## src/rtl/gci_dn_pkg.sv

```systemverilog
package gci_dn_pkg;
   // position of a byte inside one GCI channel, in arrival order
   typedef enum logic [1:0] {
      KIND_B1  = 2'd0,
      KIND_B2  = 2'd1,
      KIND_MON = 2'd2,
      KIND_SC  = 2'd3
   } byte_kind_e;
endpackage

```

## src/rtl/gci_frame_counter.sv

```systemverilog
module gci_frame_counter #(
   parameter int POS_W = 8
) (
   input  logic             clk,
   input  logic             rst_n,
   input  logic             fsync_i,
   output logic [POS_W-1:0] pos_o,
   output logic             synced_o
);
   logic [POS_W-1:0] cnt_q;
   logic             synced_q;

   // bit position of the sample taken at this edge
   always_comb pos_o = fsync_i ? '0 : cnt_q + POS_W'(1);

   always_ff @(posedge clk or negedge rst_n) begin
      if (!rst_n) begin
         cnt_q    <= '0;
         synced_q <= 1'b0;
      end else begin
         cnt_q <= pos_o;
         if (fsync_i) synced_q <= 1'b1;
      end
   end

   assign synced_o = synced_q;
endmodule

```

## src/rtl/gci_byte_shifter.sv

```systemverilog
module gci_byte_shifter #(
   parameter int BYTE_W = 8
) (
   input  logic              clk,
   input  logic              rst_n,
   input  logic              sdata_i,
   output logic [BYTE_W-1:0] byte_o
);
   logic [BYTE_W-2:0] sh_q;

   // earlier bits sit higher: first bit received ends up as MSB
   assign byte_o = {sh_q, sdata_i};

   always_ff @(posedge clk or negedge rst_n) begin
      if (!rst_n) sh_q <= '0;
      else        sh_q <= byte_o[BYTE_W-2:0];
   end
endmodule

```

## src/rtl/gci_dn_extract.sv

```systemverilog
module gci_dn_extract
   import gci_dn_pkg::*;
#(
   parameter int BYTE_W       = 8,
   parameter int BYTES_PER_CH = 4,
   parameter int NUM_GCI_CH   = 8,
   localparam int CH_W        = $clog2(NUM_GCI_CH),
   localparam int SEL_W       = CH_W - 1
) (
   input  logic              clk,
   input  logic              rst_n,
   input  logic              fsync_i,
   input  logic              sdata_i,
   input  logic [SEL_W-1:0]  sel_i,
   output logic              byte_vld_o,
   output logic [BYTE_W-1:0] byte_o,
   output logic              gci_slot_o,
   output logic [1:0]        byte_kind_o,
   output logic [1:0]        voice_o
);
   localparam int BIT_W  = $clog2(BYTE_W);
   localparam int BIDX_W = $clog2(BYTES_PER_CH);
   localparam int POS_W  = CH_W + BIDX_W + BIT_W;

   generate
      if (BYTES_PER_CH != 4) begin : g_bad_bytes
         $error("gci_dn_extract: BYTES_PER_CH must be 4");
      end
      if (NUM_GCI_CH < 4 || (NUM_GCI_CH & (NUM_GCI_CH - 1)) != 0) begin : g_bad_ch
         $error("gci_dn_extract: NUM_GCI_CH must be a power of two, at least 4");
      end
      if (BYTE_W < 2 || (BYTE_W & (BYTE_W - 1)) != 0) begin : g_bad_w
         $error("gci_dn_extract: BYTE_W must be a power of two, at least 2");
      end
   endgenerate

   logic [POS_W-1:0]  pos;
   logic              synced;
   logic [BYTE_W-1:0] cur_byte;
   logic [SEL_W-1:0]  sel_q;

   gci_frame_counter #(.POS_W(POS_W)) u_cnt (
      .clk      (clk),
      .rst_n    (rst_n),
      .fsync_i  (fsync_i),
      .pos_o    (pos),
      .synced_o (synced)
   );

   gci_byte_shifter #(.BYTE_W(BYTE_W)) u_shift (
      .clk     (clk),
      .rst_n   (rst_n),
      .sdata_i (sdata_i),
      .byte_o  (cur_byte)
   );

   // fields of the current bit position
   logic [BIT_W-1:0]  bit_idx;
   logic [BIDX_W-1:0] byte_idx;
   logic [CH_W-1:0]   gci_idx;
   logic              take;
   byte_kind_e        kind;

   always_comb begin
      bit_idx  = pos[BIT_W-1:0];
      byte_idx = pos[BIT_W +: BIDX_W];
      gci_idx  = pos[BIT_W+BIDX_W +: CH_W];
      kind     = byte_kind_e'(byte_idx[1:0]);
      take     = synced && (bit_idx == '1) && (gci_idx[CH_W-1:1] == sel_q);
   end

   always_ff @(posedge clk or negedge rst_n) begin
      if (!rst_n) sel_q <= '0;
      else if (fsync_i) sel_q <= sel_i;
   end

   always_ff @(posedge clk or negedge rst_n) begin
      if (!rst_n) begin
         byte_vld_o  <= 1'b0;
         byte_o      <= '0;
         gci_slot_o  <= 1'b0;
         byte_kind_o <= 2'd0;
         voice_o     <= 2'd0;
      end else begin
         byte_vld_o <= take;
         if (take) begin
            byte_o      <= cur_byte;
            gci_slot_o  <= gci_idx[0];
            byte_kind_o <= kind;
            voice_o     <= (kind == KIND_B1 || kind == KIND_B2) ?
                           {gci_idx[0], byte_idx[0]} : 2'd0;
         end
      end
   end


   vld_one_clk_chk: assert property (@(posedge clk) disable iff (!rst_n)
      byte_vld_o |=> !byte_vld_o);


   vld_after_last_bit_chk: assert property (@(posedge clk) disable iff (!rst_n)
      byte_vld_o |-> ($past(pos[BIT_W-1:0]) == '1));


   vld_needs_sync_chk: assert property (@(posedge clk) disable iff (!rst_n)
      byte_vld_o |-> synced);


   vld_in_pair_chk: assert property (@(posedge clk) disable iff (!rst_n)
      byte_vld_o |-> ($past(pos[POS_W-1 -: SEL_W]) == sel_q));


   voice_slot_chk: assert property (@(posedge clk) disable iff (!rst_n)
      (byte_vld_o && byte_kind_o < 2'd2) |-> (voice_o[1] == gci_slot_o));
endmodule

```

## config.mk

```make
export PLATFORM = sky130hd
export DESIGN_NAME = gci_dn_extract
export DESIGN_NICKNAME = d
export VERILOG_FILES = /design/src/rtl/gci_dn_pkg.sv /design/src/rtl/gci_frame_counter.sv /design/src/rtl/gci_byte_shifter.sv /design/src/rtl/gci_dn_extract.sv
export SDC_FILE = /design/constraint.sdc
export NUM_CORES = 1
export LEC_CHECK = 0
export BUFFER_PORTS_ARGS = -buffer_cell sky130_fd_sc_hd__buf_2
export CAP_MARGIN = 5
export CORE_ASPECT_RATIO = 1.4
export CORE_MARGIN = 1.5
export CORE_UTILIZATION = 58
export CTS_CLUSTER_SIZE = 20
export DETAILED_ROUTE_END_ITERATION = 12
export GPL_ROUTABILITY_DRIVEN = 0
export PLACE_DENSITY = 0.88
export SLEW_MARGIN = 20
export SYNTH_ARGS = -nofsm -noshare
export SYNTH_HDL_FRONTEND = slang
export SYNTH_SLANG_ARGS = --single-unit
```

## constraint.sdc

```tcl
create_clock -name clk -period 3.95 [get_ports clk]
set_clock_uncertainty 0.05 [all_clocks]
set_input_delay 0.1975 -clock clk [delete_from_list [all_inputs] [get_ports clk]]
set_output_delay 0.1975 -clock clk [all_outputs]
set_load 0.005 [all_outputs]
```

==> qor.csv, run 1 <==
metric;value;unit
outcome;finished, final reports clean;
p_per_area;427;mW/mm^2
post_cts_resized;0;
postSynthCellCount;84;
cap_violations;0;
drtIter0Drc;8;
leakagePower;0.783;nW
setup_tns;0;ps
core;0.00202;sq mm
firstDrtPassIters;4;
synth.avg_cell_area;15.2;sq um
critPathMaxStageDelay;440;ps
path_delay_family;simple AND/OR/NAND/NOR gates;
avgRoutedWirePerCell;15.1;um
synthDistinctLibCells;25;
post-place-ws;1780;ps
cts_root_buffer;clkbuf_4;
cp.required;4120;ps
grt_pass1_vias;768;
cts_made_buffers;5;
pin_count;20;
syn-num-nets;91;
grt_pass1_wl;3.43;mm
die-height;58.6;um
antennaDiodeCount;0;
antenna_found_initial;0;
start_util;63.3;%
critPathKind;reg2reg;
nets;117;
htreeDepth;2;
drc_errors;0;
clk_pin_slew;100;ps
drive_above_1_share;44.1;%
wl;2.00;mm
areaGrowthSynthToFinish;14.5;%
peakVddDrop;0.000325;V
maxSlewViolCount;0;
worstPathArrival;2330;ps
crit_slowest_cell;dfrtp_1;
slew-limit-headroom;55.4;%
syn_area;0.00128;sq mm
cp-start-kind;flip-flop;
die_width;42.7;um
tightest_slew;670;ps
crit_path_end_kind;flip-flop;
hp-class;in2reg;
vias;712;
yosys_register_bits;32;
min_period_over_period;54.9;%
die_area;0.00250;sq mm
crit_chain;ha_1, inv_1, or2_2, xor3_1, nand4b_4, mux2_4;
ant_nets;0;
ys_warn_count;0;
finalCriticalPeriod;2170;ps
grt_overflow_total;0;
grt_max_degree;33;
rows;19;
hold_viol_final;0;
ys.flop_type;dfrtp_1;
setup_slack;1780;ps
async_flop_share;100;%
io_buffers;19;
rsz0062_at_grt;no;
grt_usage;19.4;%
clkSinkCount;32;
clockBufferDepth;2;
synth_seq_area_share;62.6;%
hold_slack;47.3;ps
cts_setup_buffers;0;
cts_hold_buf;2;
cts_tree;built;
synth_edf_count;0;
cp_max_fo;14;
fmax;461;MHz
setup_viol;0;
place_hpwl;1.41;mm
drt-vias-per-instance;5.39;
clock_latency;330;ps
crit_buf_inv;1;
[stage by stage]
stage          area (sq um)  std cells  power (mW)  utilization [%]
6_report               1460        132       0.625             72.4
5_1_grt                1460        132       0.652             72.4
4_1_cts                1460        132       0.633             72.4
3_5_place_dp           1380        122       0.437             68.4
3_3_place_gp           1380        122       0.432             68.4
2_1_floorplan          1280         84       0.405                -
[placed cells by master (no fill, tap or decap), types with 3 or more instances in the layout]
cell type and count:
buf_2 19, nand3_1 4, dfrtp_1 32, xor2_1 3, mux2_2 6, nor2_1 5, mux2_4 9, clkbuf_4 5
[cell families (layout without fill, tap and decap cells)]
logic type	after synthesis	in the layout	share of synthesized area, %
AOI/OAI and AO/OA	4	4	1.57
xor gates and xnor gates	5	5	4.60
adders and majority gates	1	1	0.978
buffers and inverters	4	31	2.05
DFF	32	32	62.6
muxes	15	15	15.9
and+or+nand+nor	23	23	12.3
[final cells by class]
class	instances	area, sq um
clock inverter	1	7.51
sequential	32	801
tap	21	26.3
inverter	2	7.51
clock buffer	7	55.1
fill	138	557
timing repair buffer	21	115
multi-input combinational	48	452
[worst reg2reg max path, delay by kind of cell, from the launching register on]
family	cells	cell delay, ps
buffers and inverters	1	50
and+or+nand+nor	2	620
muxes	1	400
xor gates and xnor gates	1	270
adders and majority gates	1	250
DFF	1	440
[sequential cells by signal, indices dropped and copies added (netlist names), 2 cells and up]
name          flops
u_shift.sh_q      7
voice_o           2
byte_kind_o       2
u_cnt.cnt_q       8
sel_q             2
byte_o            8
[Yosys cell counts (all sizes together), types with 2 or more instances]
| cell | n | area (sq um) |
|---|---|---|
| a21oi | 2 | 10.0 |
| and2b | 2 | 17.5 |
| dfrtp | 32 | 801 |
| inv | 2 | 7.51 |
| mux2 | 15 | 203 |
| nand2 | 2 | 7.51 |
| nand3 | 5 | 30.0 |
| nor2 | 5 | 18.8 |
| o21ai | 2 | 10.0 |
| or2 | 2 | 12.5 |
| xor2 | 3 | 26.3 |
[power breakdown]
group | total (mW) | internal, mW | switching [mW] | leakage (nW)
combinational | 0.0640 | 0.0387 | 0.0254 | 0.336
clock | 0.194 | 0.0871 | 0.107 | 0.0315
sequential | 0.366 | 0.351 | 0.0155 | 0.415
[layer usage]
| metal | global-route usage (%) | wire length, um | vias up | share of wire [%] |
|---|---|---|---|---|
| met5 | 0 | 0 | - | 0 |
| met4 | 10.7 | 57 | 0 | 2.9 |
| met3 | 6.44 | 88 | 5 | 4.4 |
| met2 | 33.3 | 1090 | 19 | 54 |
| met1 | 20.8 | 766 | 350 | 38 |
| li1 | - | - | 338 | - |
[worst paths after layout]
| check | depth (start not counted) | end | slack, ps | startpoint |
|---|---|---|---|---|
| max | 6 | voice_o[0] | 1780 | u_cnt.cnt_q[0] |
| min | 2 | sel_q[0] | 50 | sel_i[0] |
| max reg2reg | 6 | voice_o[0] | 1780 | u_cnt.cnt_q[0] |
| min reg2reg | 0 | u_shift.sh_q[5] | 320 | u_shift.sh_q[4] |
| max in group asynchronous | 2 | u_cnt.cnt_q[2] | 3040 | rst_n |
| min in group asynchronous | 2 | sel_q[0] | 370 | rst_n |
Note: power is estimated with default switching activity, not from simulation.
==> inputs of run 2 (changes only) <==
Settings changed: ABC_AREA set to 1, CORE_UTILIZATION 58 to 54, PLACE_DENSITY 0.88 to 0.83.
Clock period 3.95 ns to 2 ns, I/O delays scaled along.
==> qor.csv, run 2 <==
metric;value;unit;change
antennaDiodeCount;0;;unchanged
crit_buf_inv;0;;-1
clk_pin_slew;90;ps;about the same
crit_path_end_kind;flip-flop;;
cp.required;2170;ps;-1950 ps
drt-vias-per-instance;5.22;;-3.2%
grt_usage;22.0;%;+2.6 points
setup_viol;0;;unchanged
grt_overflow_total;0;;unchanged
synth_top_area_share;61.6;%;-1.0 points
finalCriticalPeriod;1780;ps;-393 ps
drc_errors;0;;unchanged
synth.avg_cell_area;9.42;sq um;-38%
crit_top_cell;nand2_1;;
async_flop_share;100;%;unchanged
cap_violations;0;;unchanged
hold_viol_final;0;;unchanged
place_hpwl;1.78;mm;+27%
synth_seq_area_share;61.6;%;-1.0 points
postSynthCellCount;138;;+64%
drive_above_1_share;23.5;%;-21 points
vias;1002;;+41%
syn_area;0.00130;sq mm;+1.7%
nFillCells;179;;+30%
min_period_over_period;88.8;%;+34 points
critPathMaxStageDelay;410;ps;-30 ps
syn-num-nets;145;;+59%
grt_use_met3;7.04;%;+0.60 points
die_width;44.5;um;+4.2%
synth.most_common_cell;nand2_1;;
ys_warn_count;0;;unchanged
cp_max_fo;14;;unchanged
crit_slowest_cell;dfrtp_1;;
grtUsageMet2;35.8;%;+2.5 points
path_delay_family;simple AND/OR/NAND/NOR gates;;
grt_pass1_vias;1000;;+30%
cts_made_buffers;5;;unchanged
hp-class;in2reg;;
fmax;563;MHz;+22%
layout_commonest_cell;nand2_1;;
grt_max_degree;33;;unchanged
grt-busiest-layer;met2;;
synth_edf_count;0;;unchanged
p_per_area;826;mW/mm^2;+94%
worstPathArrival;1950;ps;-380 ps
yosys.area.top_type;dfrtp_1;;
ant_nets;0;;unchanged
rows;20;;+1
outcome;finished, final reports clean;;
maxSlewViolCount;0;;unchanged
nets;176;;+50%
synth_area_leaders;dfrtp_1 (62%), nand2_1 (11%), nand3_1 (7.7%);;
antenna_found_initial;0;;unchanged
slew-limit-headroom;55.3;%;-0.069 points
wl;2.47;mm;+24%
clockBufferDepth;2;;unchanged
crit_chain;ha_1, nand2_1, nand3_1, nor2_1, nand2_1, nor2_4, nand2_4, nand2_1, nand2_1;;
most-common-layout-cells;nand2_1 (39), dfrtp_1 (32), nand3_1 (20), buf_2 (19), inv_1 (13);;
critPathKind;reg2reg;;
grt_pass1_wl;4.22;mm;+23%
htreeDepth;2;;unchanged
drtIter0Drc;11;;+3
leakagePower;0.882;nW;+13%
cts_tree;built;;
tightest_slew;671;ps;+1.04 ps
top_regs;byte_o (8), u_cnt.cnt_q (8), u_shift.sh_q (7);;
io_buffers;19;;unchanged
cts_root_buffer;clkbuf_4;;
avgRoutedWirePerCell;12.9;um;-15%
ys.flop_type;dfrtp_1;;
synthDistinctLibCells;20;;-20%
setup_tns;0;ps;unchanged
areaGrowthSynthToFinish;18.9;%;
clock_latency;340;ps;about the same
firstDrtPassIters;4;;unchanged
hold_slack;20.3;ps;-27.0 ps
clkSinkCount;32;;unchanged
die_area;0.00271;sq mm;+8.6%
core;0.00223;sq mm;+10%
yosys-top-cells-count;nand2_1 (39), dfrtp_1 (32), nand3_1 (20), inv_1 (13), nor2_1 (10);;
pin_count;20;;unchanged
met1_usage;25.5;%;+4.7 points
die-height;61.1;um;+4.3%
fin_util;69.4;%;-3.1 points
yosys_register_bits;32;;unchanged
start_util;58.4;%;-4.9 points
peakVddDrop;0.000676;V;+110%
cp-start-kind;flip-flop;;
## run 2: logic make-up after synthesis
family / after synthesis / share of synthesized area (%)
adders and majority gates: 1 / 0.962
and+or+nand+nor: 81 / 28.2
AOI/OAI and AO/OA: 7 / 3.08
buffers and inverters: 17 / 6.16
DFF: 32 / 61.6
## run 2: what timing repair did
item                                    in CTS  in global routing
resized for setup                            0                  0
hold buffers                                 4                  0
setup buffers                                0                  4
endpoints found under the setup margin       0                  7
hold endpoints to repair                    36                  0
## run 2: worst register-to-register path, stage by stage (launching register included)
cell     delay (ps)
dfrtp_1         410
ha_1            230
nand2_1         120
nand3_1         110
nor2_1          110
nand2_1          90
nor2_4          220
nand2_4         150
nand2_1         100
nand2_1          60
## run 2: path summary, 6_finish.rpt
kind,from,to,slack (ps),depth (start not counted)
setup / recovery,u_cnt.cnt_q[0],voice_o[0],220,9
hold / removal,fsync_i,u_cnt.cnt_q[1],20,2
setup reg to reg,u_cnt.cnt_q[0],voice_o[0],220,9
hold reg to reg,u_shift.sh_q[0],u_shift.sh_q[1],340,0
max in group asynchronous,rst_n,byte_vld_o,1180,2
min in group asynchronous,rst_n,u_cnt.cnt_q[6],280,2
## run 2: routing by layer
metal / share of wire, % / vias to the layer above
met2: 52 / 22
met3: 4.0 / 8
met1: 41 / 478
met4: 3.2 / 0
li1: - / 494
met5: 0 / -
## run 2: per-stage QoR
step	power [mW]	std cells	cell area, sq um	setup WS, ps
after floorplan	0.761	138	1300	394
after CTS	1.29	188	1520	150
after detailed placement	0.809	176	1400	175
after global placement	0.803	176	1400	291
after global routing	1.33	192	1550	-8.47
final	1.28	192	1550	224
## run 2: area by class of cell
class	instances	area (sq um)	share of cell area [%]
well taps	22	27.5	1.78
flip-flops and latches	32	801	51.8
multi-input cells	89	419	27.1
clock buffers	6	41.3	2.67
repair buffers	28	173	11.2
inverters	13	48.8	3.16
clock inverters	2	35.0	2.27
## run 2: power breakdown
part	leakage, nW	switching, mW	internal (mW)	total [mW]
clock	0.0422	0.212	0.262	0.473
sequential	0.417	0.0192	0.681	0.701
combinational	0.422	0.0608	0.0415	0.102
